### src/rtl/nibble_streamer_pkg.sv
package nibble_streamer_pkg;
  typedef enum logic {
    SCREEN_UPPER = 1'b0,
    SCREEN_LOWER = 1'b1
  } screen_e;

  function automatic logic [3:0] pick_nibble(input logic [7:0] b, input screen_e s);
    return (s == SCREEN_LOWER) ? b[3:0] : b[7:4];
  endfunction
endpackage

### src/rtl/ns_addr_seq.sv
module ns_addr_seq #(
  parameter int ADDR_W      = 14,
  parameter int FRAME_BYTES = 9600,
  parameter int BASE_ADDR   = 0
) (
  input  logic              clk,
  input  logic              rst,
  input  logic              frame_mark,
  input  logic              fetch_req,
  output logic [ADDR_W-1:0] rd_addr,
  output logic              rd_en
);
  localparam int CNT_W = $clog2(FRAME_BYTES + 1);
  localparam logic [ADDR_W-1:0] BASE = ADDR_W'(BASE_ADDR);
  localparam logic [CNT_W-1:0]  LAST = CNT_W'(FRAME_BYTES);

  logic [ADDR_W-1:0] ptr_q;
  logic [CNT_W-1:0]  cnt_q;
  logic              frame_done;

  assign frame_done = (cnt_q == LAST);
  assign rd_en      = fetch_req & ~frame_mark & ~frame_done;
  assign rd_addr    = ptr_q;

  always_ff @(posedge clk) begin
    if (rst) begin
      ptr_q <= BASE;
      cnt_q <= '0;
    end else if (frame_mark) begin
      ptr_q <= BASE;
      cnt_q <= '0;
    end else if (rd_en) begin
      ptr_q <= ptr_q + {{(ADDR_W-1){1'b0}}, 1'b1};
      cnt_q <= cnt_q + {{(CNT_W-1){1'b0}}, 1'b1};
    end
  end


  addr_step_chk: assert property (@(posedge clk) disable iff (rst)
    rd_en |=> rd_addr == $past(rd_addr) + {{(ADDR_W-1){1'b0}}, 1'b1});


  addr_rewind_chk: assert property (@(posedge clk) disable iff (rst)
    frame_mark |=> rd_addr == BASE);


  addr_hold_chk: assert property (@(posedge clk) disable iff (rst)
    (!rd_en && !frame_mark) |=> $stable(rd_addr));
endmodule

### src/rtl/ns_capture.sv
module ns_capture
  import nibble_streamer_pkg::*;
(
  input  logic       clk,
  input  logic       rst,
  input  logic       frame_mark,
  input  logic       screen_sel,
  input  logic       rd_en,
  input  logic [7:0] rd_data,
  output logic [3:0] pix
);
  screen_e    sel_q;
  logic       pend_q;
  logic [3:0] pix_q;

  always_ff @(posedge clk) begin
    if (rst) begin
      sel_q <= SCREEN_UPPER;
    end else if (frame_mark) begin
      sel_q <= screen_e'(screen_sel);
    end
  end

  always_ff @(posedge clk) begin
    if (rst) begin
      pend_q <= 1'b0;
      pix_q  <= 4'h0;
    end else begin
      pend_q <= rd_en;
      if (pend_q) pix_q <= pick_nibble(rd_data, sel_q);
    end
  end

  assign pix = pix_q;


  sel_frame_only_chk: assert property (@(posedge clk) disable iff (rst)
    !frame_mark |=> $stable(sel_q));


  pix_hold_chk: assert property (@(posedge clk) disable iff (rst)
    !pend_q |=> $stable(pix_q));
endmodule

### src/rtl/nibble_streamer.sv
module nibble_streamer #(
  parameter int ADDR_W      = 14,
  parameter int FRAME_BYTES = 9600,
  parameter int BASE_ADDR   = 0
) (
  input  logic              clk,
  input  logic              rst,
  input  logic              frame_mark,
  input  logic              fetch_req,
  input  logic              screen_sel,
  output logic [ADDR_W-1:0] mem_addr,
  output logic              mem_rd,
  input  logic [7:0]        mem_rdata,
  output logic [3:0]        pix_out
);
  logic              rd_en_w;
  logic [ADDR_W-1:0] rd_addr_w;

  ns_addr_seq #(
    .ADDR_W     (ADDR_W),
    .FRAME_BYTES(FRAME_BYTES),
    .BASE_ADDR  (BASE_ADDR)
  ) u_seq (
    .clk       (clk),
    .rst       (rst),
    .frame_mark(frame_mark),
    .fetch_req (fetch_req),
    .rd_addr   (rd_addr_w),
    .rd_en     (rd_en_w)
  );

  ns_capture u_cap (
    .clk       (clk),
    .rst       (rst),
    .frame_mark(frame_mark),
    .screen_sel(screen_sel),
    .rd_en     (rd_en_w),
    .rd_data   (mem_rdata),
    .pix       (pix_out)
  );

  assign mem_addr = rd_addr_w;
  assign mem_rd   = rd_en_w;


  one_read_chk: assert property (@(posedge clk) disable iff (rst)
    mem_rd |-> fetch_req);
endmodule

### config.mk
export PLATFORM = sky130hd
export DESIGN_NAME = nibble_streamer
export DESIGN_NICKNAME = d
export VERILOG_FILES = /design/src/rtl/nibble_streamer_pkg.sv /design/src/rtl/ns_addr_seq.sv /design/src/rtl/ns_capture.sv /design/src/rtl/nibble_streamer.sv
export SDC_FILE = /design/constraint.sdc
export NUM_CORES = 1
export LEC_CHECK = 0
export BUFFER_PORTS_ARGS = -buffer_cell sky130_fd_sc_hd__buf_2
export CORE_ASPECT_RATIO = 0.8
export CORE_MARGIN = 2
export CORE_UTILIZATION = 50
export DETAILED_ROUTE_END_ITERATION = 12
export PLACE_DENSITY = 0.76
export SLEW_MARGIN = 20
export SYNTH_ARGS = -nofsm -noshare
export SYNTH_HDL_FRONTEND = slang
export SYNTH_SLANG_ARGS = --single-unit
export TNS_END_PERCENT = 1
### constraint.sdc
create_clock -name clk -period 3 [get_ports clk]
set_input_delay 0 -clock clk [delete_from_list [all_inputs] [get_ports clk]]
set_output_delay 0 -clock clk [all_outputs]
set_load 0.01 [all_outputs]
==> results.env, run 1 <==
HOLD_CRIT_START='mem_rdata[6]'
CTS_POST_SETUP_BUFFERS_INSERTED=0
FILLER_CELL_COUNT=267
MET2_LAYER_USAGE_REPORTED_BY_GLOBAL_ROUTE_PCT=28.9
FINALCOREUTILIZATION_PCT=61.9
NUMCTSBUFFERS=5
WORST_SKEW_PAIR.LATE_LATENCY_NS=0.29
YOSYSTOPAREACELLSHARE_PCT=42.1
INTERNAL_CELL_POWER_mW=0.663
CRIT_PATH_START_KIND='flip-flop'
NNETSFINAL=231
YOSYS.AREA.TOP_TYPE='sky130_fd_sc_hd__dfxtp_1'
POWER.SWITCHING_mW=0.193
PLACEMENT.IO_BUFFERS=31
SKEW_NS=0.00249
FINAL_GLOBAL_ROUTE_OVERFLOW_TOTAL=0
YS_TOP_CELLS_BY_AREA='sky130_fd_sc_hd__dfxtp_1, sky130_fd_sc_hd__xor2_1, sky130_fd_sc_hd__nor2_1, sky130_fd_sc_hd__nand4_1, sky130_fd_sc_hd__nand3_1'
STATIC-LEAKAGE-POWER_nW=0.792
FLOORPLAN.CORE_AREA_SQ_UM=3090
CLOCK_TREE_FROM_TRITONCTS='yes'
MAX_CAP_VIOLATIONS=0
SYNTH_COMMON_CELLS='sky130_fd_sc_hd__dfxtp_1, sky130_fd_sc_hd__nor2_1, sky130_fd_sc_hd__xor2_1'
WORST_HOLD_ENDPOINT='u_cap.pix[2]'
POWER_DENSITY_nW_PER_UM2=449
MUXSHAREOFSYNTHAREA_PCT=3.09
CRIT_PATH_MAX_INCR_DELAY_NS=0.58
REMAINING_DRC_ERRORS=0
VIAS=1370
POWER.COMBINATIONAL.FRACTION_PCT=5.5
MULTI_INPUT_COMBINATIONAL_CELL_AREA_SQ_UM=858
TOP_DELAY_FAMILY_ON_CRIT_PATH='simple AND/OR/NAND/NOR gates'
DIE_X_UM=67.6
SHARE_SEQ_OF_TOTAL_POWER_PCT=54.0
DOMINANTREGCELLSYNTH='sky130_fd_sc_hd__dfxtp_1'
DIEAREA_SQ_UM=3710
WORST_R2R_PATH_DEPTH=7
GRT_SETUP_UNREPAIRED='no'
POST_SYNTH_NUM_CELL_TYPES=34
INITIAL_UTILIZATION_PCT=52.4
GLOBALROUTE.BUSIESTLAYER='met2'
SETUP-VIOLATIONS-FINAL=0
FIN_CRIT_SH_PCT=64.2
NUMBER_OF_GLOBAL_ROUTE_VIAS_BEFORE_REPAIR=1172
REGTOREGSTARTPOINT='u_seq.cnt_q[0]'
PATH_CLASS='flip-flop to flip-flop'
SHARE_CLK_OF_TOTAL_POWER_PCT=40.5
AREA_OCCUPIED_BY_REGISTERS_SQ_UM=681
FINAL.MIN_CLOCK_PERIOD_NS=1.93
ROOT_BUFFER='sky130_fd_sc_hd__clkbuf_8'
CTS_MAX_LEVEL=2
IR_WORST_VDD_mV=0.323
NUM_ANTENNA_CELLS=0
COUNT_OF_FLIP_FLOPS_WITH_A_BUILT_IN_ENABLE_AFTER_SYNTHESIS=0
SYNTH_WARNINGS=0
OUTCOME='finished, final reports clean'
PLACEMENTROWS=18
WL_PER_CELL_UM=12.3
GRTUSAGEMET3_PCT=5.56
SEQ_AREA_FRAC_SYNTH_PCT=42.1
CTS.SINKS=34
TIMING.FMAX_MHz=519
VERTICAL_DIE_DIMENSION_UM=54.9
CRITICAL-PATH-SLOWEST-CELL='sky130_fd_sc_hd__or4_1'
WORSTMARGINPINSLEW_NS=0.945
LAYOUT-AREA-OVERHEAD-VS-SYNTH_PCT=18.0
POSTCTSRESIZEDCELLS=0
POST_SYNTH_INSTANCE_AREA_SQ_UM=1620
ANTENNA_FOUND_INITIAL=0
CP_DATA_REQUIRED_TIME_NS=3.22
ANTENNA_VIOLATING_NETS_POST_ROUTE=0
FRACTION_OF_THE_MAPPED_NETLIST_AREA_IN_ADDER_CELLS_PCT=2.32
FIN_TNS_SETUP_NS=0
HPWLAFTERDP_MM=2.11
SYNTHESIS.INSTANCES=182
YS_ASYNC_SR_FRACTION_PCT=0
WORST-PATH-MAX-FANOUT=12
PIN_COUNT_OF_THE_BIGGEST_NET_ENTERING_GLOBAL_ROUTING=29
SYNTH_COMPOUND_AREA_SHARE_PCT=5.10
CTS_HOLD_BUFFERS=4
DRIVE_GT1_SHARE_PCT=23.1
GP_ROUTABILITY_CONGESTION=0.801
MAX-CLOCK-PATH-BUFFERS=2
VIA_PER_INST=5.35
SYNTH_SIMPLE_GATE_AREA_SHARE_PCT=30.6
YOSYS.CELL_COUNT.TOP_TYPE='sky130_fd_sc_hd__dfxtp_1'
TOTALPOWERFINAL_mW=0.857
WORST_RELATIVE_SLEW_SLACK_PCT=37.0
WORST_HOLD_PATH_TYPE='input port to flip-flop'
WORST_R2R_ENDPOINT='u_seq.rd_addr[8]'
MET1_TRACK_DEMAND_OVER_RESOURCE_IN_GLOBAL_ROUTING_PCT=26.2
SWITCHING_SHARE_PCT=22.6
DETAILEDROUTE.FIRSTPASSITERATIONCOUNT=4
PATH_BUF_INV=1
IO-PIN-COUNT=32
YS_FF_LATCH=34
POST_SYNTH_XOR_AREA_FRACTION_PCT=11.9
CLKSLEWWORSTSETUPHOLDPATHS_NS=0.07
FIRST_PASS_GRT_WIRE_LENGTH_MM=5.27
DETAIL_ROUTE.ITER0.VIOLATIONS=104
SYN_NETS=198
FINAL_MAX_SLEW_VIOL_COUNT=0
POSTROUTEWIRELENGTH_MM=3.15
WHS_PATH_DEPTH=3
GROUTE.USAGE.OVERALL_PCT=19.6
CRITICAL_PATH.CELL_CHAIN='inv_1, ha_1, nor3b_1, nand4b_1, nand2_1, or4_1, a21oi_1'
RRSETUPSLACK_NS=1.07
TIMING.CRITICAL_PATH.TO_TYPE='flip-flop'
TIMING.CRITICAL_PATH.ARRIVAL_NS=2.14
COMBINATIONAL_FAMILY_WITH_THE_MOST_AREA_AFTER_SYNTHESIS='simple AND/OR/NAND/NOR gates'
FINAL_HOLD_VIOL_COUNT=0
SYN-MEAN-INSTANCE-AREA_SQ_UM=8.89
## area by class of cell
type / instances / share of cell area, %
Multi-Input combinational cell: 132 / 45.0
Sequential cell: 34 / 35.6
Timing Repair Buffer: 37 / 11.0
Clock buffer: 7 / 4.52
Tap cell: 40 / 2.62
Inverter: 5 / 0.983
Clock inverter: 1 / 0.262
## how the worst max path moves through the flow
stage | cells after the start | slack [ns] | start | endpoint
2_1_floorplan | 8 | 1.46 | u_seq.cnt_q[0] | u_seq.cnt_q[8]
3_3_place_gp | 7 | 1.17 | u_seq.cnt_q[0] | u_seq.rd_addr[8]
4_1_cts | 7 | 1.06 | u_seq.cnt_q[0] | u_seq.rd_addr[8]
6_report | 7 | 1.07 | u_seq.cnt_q[0] | u_seq.rd_addr[8]
3_5_place_dp | 7 | 1.10 | u_seq.cnt_q[0] | u_seq.rd_addr[8]
5_1_grt | 7 | 0.87 | u_seq.cnt_q[0] | u_seq.rd_addr[8]
## power by group through the flow
stage | registers (mW) | logic, mW | clock network [mW]
2_1_floorplan | 0.471 | 0.0279 | 0
5_1_grt | 0.463 | 0.0534 | 0.374
3_5_place_dp | 0.472 | 0.0426 | 0
4_1_cts | 0.462 | 0.0476 | 0.353
6_report | 0.462 | 0.0472 | 0.347
3_3_place_gp | 0.472 | 0.0425 | 0
## cells in the final DEF (no fill, tap or decap), types with 2 or more instances in the layout
| cell type | count |
|---|---|
| sky130_fd_sc_hd__dfxtp_1 | 34 |
| sky130_fd_sc_hd__nor2_1 | 31 |
| sky130_fd_sc_hd__buf_2 | 31 |
| sky130_fd_sc_hd__xor2_1 | 20 |
| sky130_fd_sc_hd__nand4_1 | 12 |
| sky130_fd_sc_hd__nand3_1 | 11 |
| sky130_fd_sc_hd__nand2_1 | 6 |
| sky130_fd_sc_hd__a21oi_1 | 6 |
| sky130_fd_sc_hd__clkbuf_8 | 6 |
| sky130_fd_sc_hd__nand3_2 | 5 |
| sky130_fd_sc_hd__mux2i_1 | 5 |
| sky130_fd_sc_hd__inv_1 | 4 |
| sky130_fd_sc_hd__nand4_2 | 4 |
| sky130_fd_sc_hd__a211oi_1 | 4 |
| sky130_fd_sc_hd__dlygate4sd3_1 | 4 |
| sky130_fd_sc_hd__and3_1 | 3 |
| sky130_fd_sc_hd__nor3_1 | 3 |
| sky130_fd_sc_hd__or3_1 | 3 |
| sky130_fd_sc_hd__ha_1 | 3 |
| sky130_fd_sc_hd__nor4_1 | 2 |
| sky130_fd_sc_hd__xnor2_1 | 2 |
| sky130_fd_sc_hd__o21ai_0 | 2 |
| sky130_fd_sc_hd__buf_4 | 2 |
## cells by family (layout without fill, tap and decap cells)
logic type | Yosys count | count (layout)
adders and majority gates | 3 | 3
DFF | 34 | 34
muxes | 5 | 5
xor gates and xnor gates | 22 | 22
and+or+nand+nor | 88 | 88
AOI/OAI and AO/OA | 14 | 14
buffers and inverters | 16 | 50
## metrics by stage
stage          setup slack, ns  hold WS (ns)  cells  area, sq um
6_report                  1.07        0.0498    256         1910
5_1_grt                  0.867        0.0864    256         1910
4_1_cts                   1.06        0.0534    256         1910
3_5_place_dp              1.10         0.247    244         1780
3_3_place_gp              1.17         0.244    244         1780
2_1_floorplan             1.46        0.0724    182         1620
## state kept, by name, summed over array words and instances (netlist names)
signal,count
u_cap.pend_q,1
u_seq.cnt_q,14
u_cap.sel_q,1
u_seq.rd_addr,14
u_cap.pix,4
## worst reg2reg max path, stage by stage, from the launching register on
cell                       delay [ns]
sky130_fd_sc_hd__dfxtp_1         0.35
sky130_fd_sc_hd__inv_1           0.08
sky130_fd_sc_hd__ha_1            0.19
sky130_fd_sc_hd__nor3b_1         0.13
sky130_fd_sc_hd__nand4b_1        0.11
sky130_fd_sc_hd__nand2_1         0.27
sky130_fd_sc_hd__or4_1           0.58
sky130_fd_sc_hd__a21oi_1         0.14
## layer usage
metal,vias to the layer above,share of wire [%]
met5,-,0
met4,0,2.0
met3,8,4.5
met2,30,45
met1,634,48
li1,698,-
Power figures use the tool's default switching activity.
==> run 2, diff against run 1 <==
--- a/config.mk
+++ b/config.mk
@@ -8,9 +8,9 @@
 export BUFFER_PORTS_ARGS = -buffer_cell sky130_fd_sc_hd__buf_2
 export CORE_ASPECT_RATIO = 0.8
 export CORE_MARGIN = 2
-export CORE_UTILIZATION = 50
+export CORE_UTILIZATION = 48
 export DETAILED_ROUTE_END_ITERATION = 12
-export PLACE_DENSITY = 0.76
+export PLACE_DENSITY = 0.77
 export SLEW_MARGIN = 20
 export SYNTH_ARGS = -nofsm -noshare
 export SYNTH_HDL_FRONTEND = slang
==> constraint.sdc (replaced) <==
create_clock -name clk -period 1.7 [get_ports clk]
set_input_delay 0 -clock clk [delete_from_list [all_inputs] [get_ports clk]]
set_output_delay 0 -clock clk [all_outputs]
set_load 0.01 [all_outputs]
==> run 2 against run 1 <==
The run now ends with setup timing left. Worst setup slack got worse by 1.2 ns. Clock skew rose by 0.0074 ns. Global-route usage up 2.4 points. Die area increased by 3.9%. Non-clock buffer count increased by 22. Final area is 15% higher. Total power increased by 82%. Sequential share of layout area fell by 4.4 points. Largest cell class unchanged. Largest power group unchanged.
==> results.env, run 2 (synthesized netlist as in run 1, its figures left out) <==
FINAL_MAX_SLEW_VIOL_COUNT=0
CRIT_PATH_START_KIND='flip-flop'
FINALCOREUTILIZATION_PCT=69.6
HPWLAFTERDP_MM=2.46
PLACEMENTROWS=18
CTS.SINKS=34
VIAS=1495
NUMCTSBUFFERS=5
FIN_TNS_SETUP_NS=-0.0966
DETAIL_ROUTE.WIRELENGTH.MET1_MM=1.87
GP_ROUTABILITY_CONGESTION=0.801
FINAL_GLOBAL_ROUTE_OVERFLOW_TOTAL=0
TOTALPOWERFINAL_mW=1.56
DIE_X_UM=68.9
CP_DATA_REQUIRED_TIME_NS=1.82
REMAINING_DRC_ERRORS=0
FINAL.MIN_CLOCK_PERIOD_NS=1.80
WORST_R2R_PATH_DEPTH=8
VERTICAL_DIE_DIMENSION_UM=55.9
MAXUSEDROUTINGLAYER='met4'
VIOLATED_CHECKS='setup timing'
FLOORPLAN.CORE_AREA_SQ_UM=3150
SKEW_NS=0.00994
CLOCK_TREE_FROM_TRITONCTS='yes'
PLACEMENT.IO_BUFFERS=31
ROOT_BUFFER='sky130_fd_sc_hd__clkbuf_8'
FINAL_HOLD_VIOL_COUNT=0
POWER_DENSITY_nW_PER_UM2=712
DRIVE_GT1_SHARE_PCT=38.7
MULTI_INPUT_COMBINATIONAL_CELL_AREA_SQ_UM=948
CTS_MAX_LEVEL=2
FIRST_PASS_GRT_WIRE_LENGTH_MM=6.40
DETAIL_ROUTE.ITER0.VIOLATIONS=88
INITIAL_UTILIZATION_PCT=51.3
VIA_PER_INST=5.38
NNETSFINAL=253
STATIC-LEAKAGE-POWER_nW=0.905
DETAILEDROUTE.FIRSTPASSITERATIONCOUNT=4
WORST_RELATIVE_SLEW_SLACK_PCT=30.0
PATH_CLASS='flip-flop to flip-flop'
WL_MET3_UM=200
GRT_SETUP_UNREPAIRED='yes'
RRSETUPSLACK_NS=-0.1
OUTCOME='complete, but fails checks'
TIMING.CRITICAL_PATH.ARRIVAL_NS=1.92
CLKSLEWWORSTSETUPHOLDPATHS_NS=0.08
POSTROUTEWIRELENGTH_MM=4.09
WORST_HOLD_PATH_TYPE='input port to flip-flop'
MAX_CAP_VIOLATIONS=0
AREA_OCCUPIED_BY_REGISTERS_SQ_UM=684
FINAL_CELL_MIX='sky130_fd_sc_hd__buf_2, sky130_fd_sc_hd__dfxtp_1, sky130_fd_sc_hd__nor2_1, sky130_fd_sc_hd__buf_4, sky130_fd_sc_hd__xor2_1'
GROUTE.USAGE.OVERALL_PCT=22.0
TIMING.CRITICAL_PATH.TO_TYPE='flip-flop'
IR_WORST_VDD_mV=0.585
WL_PER_CELL_UM=14.7
DIEAREA_SQ_UM=3850
WORSTMARGINPINSLEW_NS=1.05
SETUP-VIOLATIONS-FINAL=1
FINALHOLDWORSTSLACK_NS=0.0606
WORST_SKEW_PAIR.LATE_LATENCY_NS=0.29
MET2ROUTEDLENGTH_MM=1.98
ANTENNA_FOUND_INITIAL=0
WORST-PATH-MAX-FANOUT=5
FIN_CRIT_SH_PCT=106
TIMING.FMAX_MHz=557
NUMBER_OF_GLOBAL_ROUTE_VIAS_BEFORE_REPAIR=1399
NUM_ANTENNA_CELLS=0
LAYOUT_SETUP_WS_NS=-0.0966
ANTENNA_VIOLATING_NETS_POST_ROUTE=0
LAYOUT-AREA-OVERHEAD-VS-SYNTH_PCT=35.6
MAX-CLOCK-PATH-BUFFERS=2
FILLER_CELL_COUNT=243
IO-PIN-COUNT=32
PIN_COUNT_OF_THE_BIGGEST_NET_ENTERING_GLOBAL_ROUTING=29
WHS_PATH_DEPTH=3
## run 2: cell count changes in the layout (fill, tap and decap cells not counted), moves of 3 or more
cell | previous run | this run
sky130_fd_sc_hd__a21oi_1 | 6 | 3
sky130_fd_sc_hd__a21oi_2 | 0 | 3
sky130_fd_sc_hd__buf_4 | 2 | 21
sky130_fd_sc_hd__buf_6 | 0 | 3
sky130_fd_sc_hd__dfxtp_1 | 34 | 31
sky130_fd_sc_hd__dfxtp_2 | 0 | 3
sky130_fd_sc_hd__or3_1 | 3 | 0
sky130_fd_sc_hd__or3_4 | 0 | 3
## run 2: timing repair
item,in CTS,in global routing
hold buffers,3,0
cloned,0,1
setup endpoints to repair,6,22
pin swaps,3,12
resized for setup,5,21
hold endpoints to repair,6,0
setup buffers,4,3
## run 2: final timing paths
check,startpoint,to
setup / recovery,u_seq.cnt_q[1],u_seq.rd_addr[8]
hold / removal,mem_rdata[6],u_cap.pix[2]
setup reg to reg,u_seq.cnt_q[1],u_seq.rd_addr[8]
hold reg to reg,u_seq.rd_addr[13],u_seq.rd_addr[13]
## run 2: cell type report
cell class                 instances  area share, %
multi-input combinational        132           43.2
timing repair buffer              59           18.1
tap                               40           2.28
sequential                        34           31.2
inverter                           5          0.856
clock inverter                     2          0.570
clock buffer                       6           3.76
## run 2: metrics by stage
step	setup WS (ns)	area (sq um)	cells
floorplan	0.155	1620	182
global placement	0.0410	1890	259
detailed placement	-0.0667	1890	259
CTS	-0.00846	2080	274
global route	-0.143	2190	278
finish	-0.0966	2190	278
## run 2: critical path, stage by stage, from the launching register on
cell and delay, ns:
sky130_fd_sc_hd__dfxtp_2 0.35, sky130_fd_sc_hd__inv_2 0.05, sky130_fd_sc_hd__ha_4 0.14, sky130_fd_sc_hd__nor3b_2 0.14
sky130_fd_sc_hd__nand4b_1 0.18, sky130_fd_sc_hd__nand2_2 0.11, sky130_fd_sc_hd__buf_6 0.17, sky130_fd_sc_hd__o31ai_1 0.38
sky130_fd_sc_hd__a21oi_1 0.12
## run 2: where the power goes
group          leakage (nW)  switching (mW)  internal (mW)
clock network        0.0472           0.313          0.326
registers             0.276         0.00927          0.806
logic                 0.582          0.0570         0.0510
## run 2: routing by layer
layer | vias to the layer above | track usage, %
li1 | 744 | -
met5 | - | 0
met3 | 6 | 6.48
met1 | 710 | 30.3
met2 | 35 | 33.1
met4 | 0 | 6.44
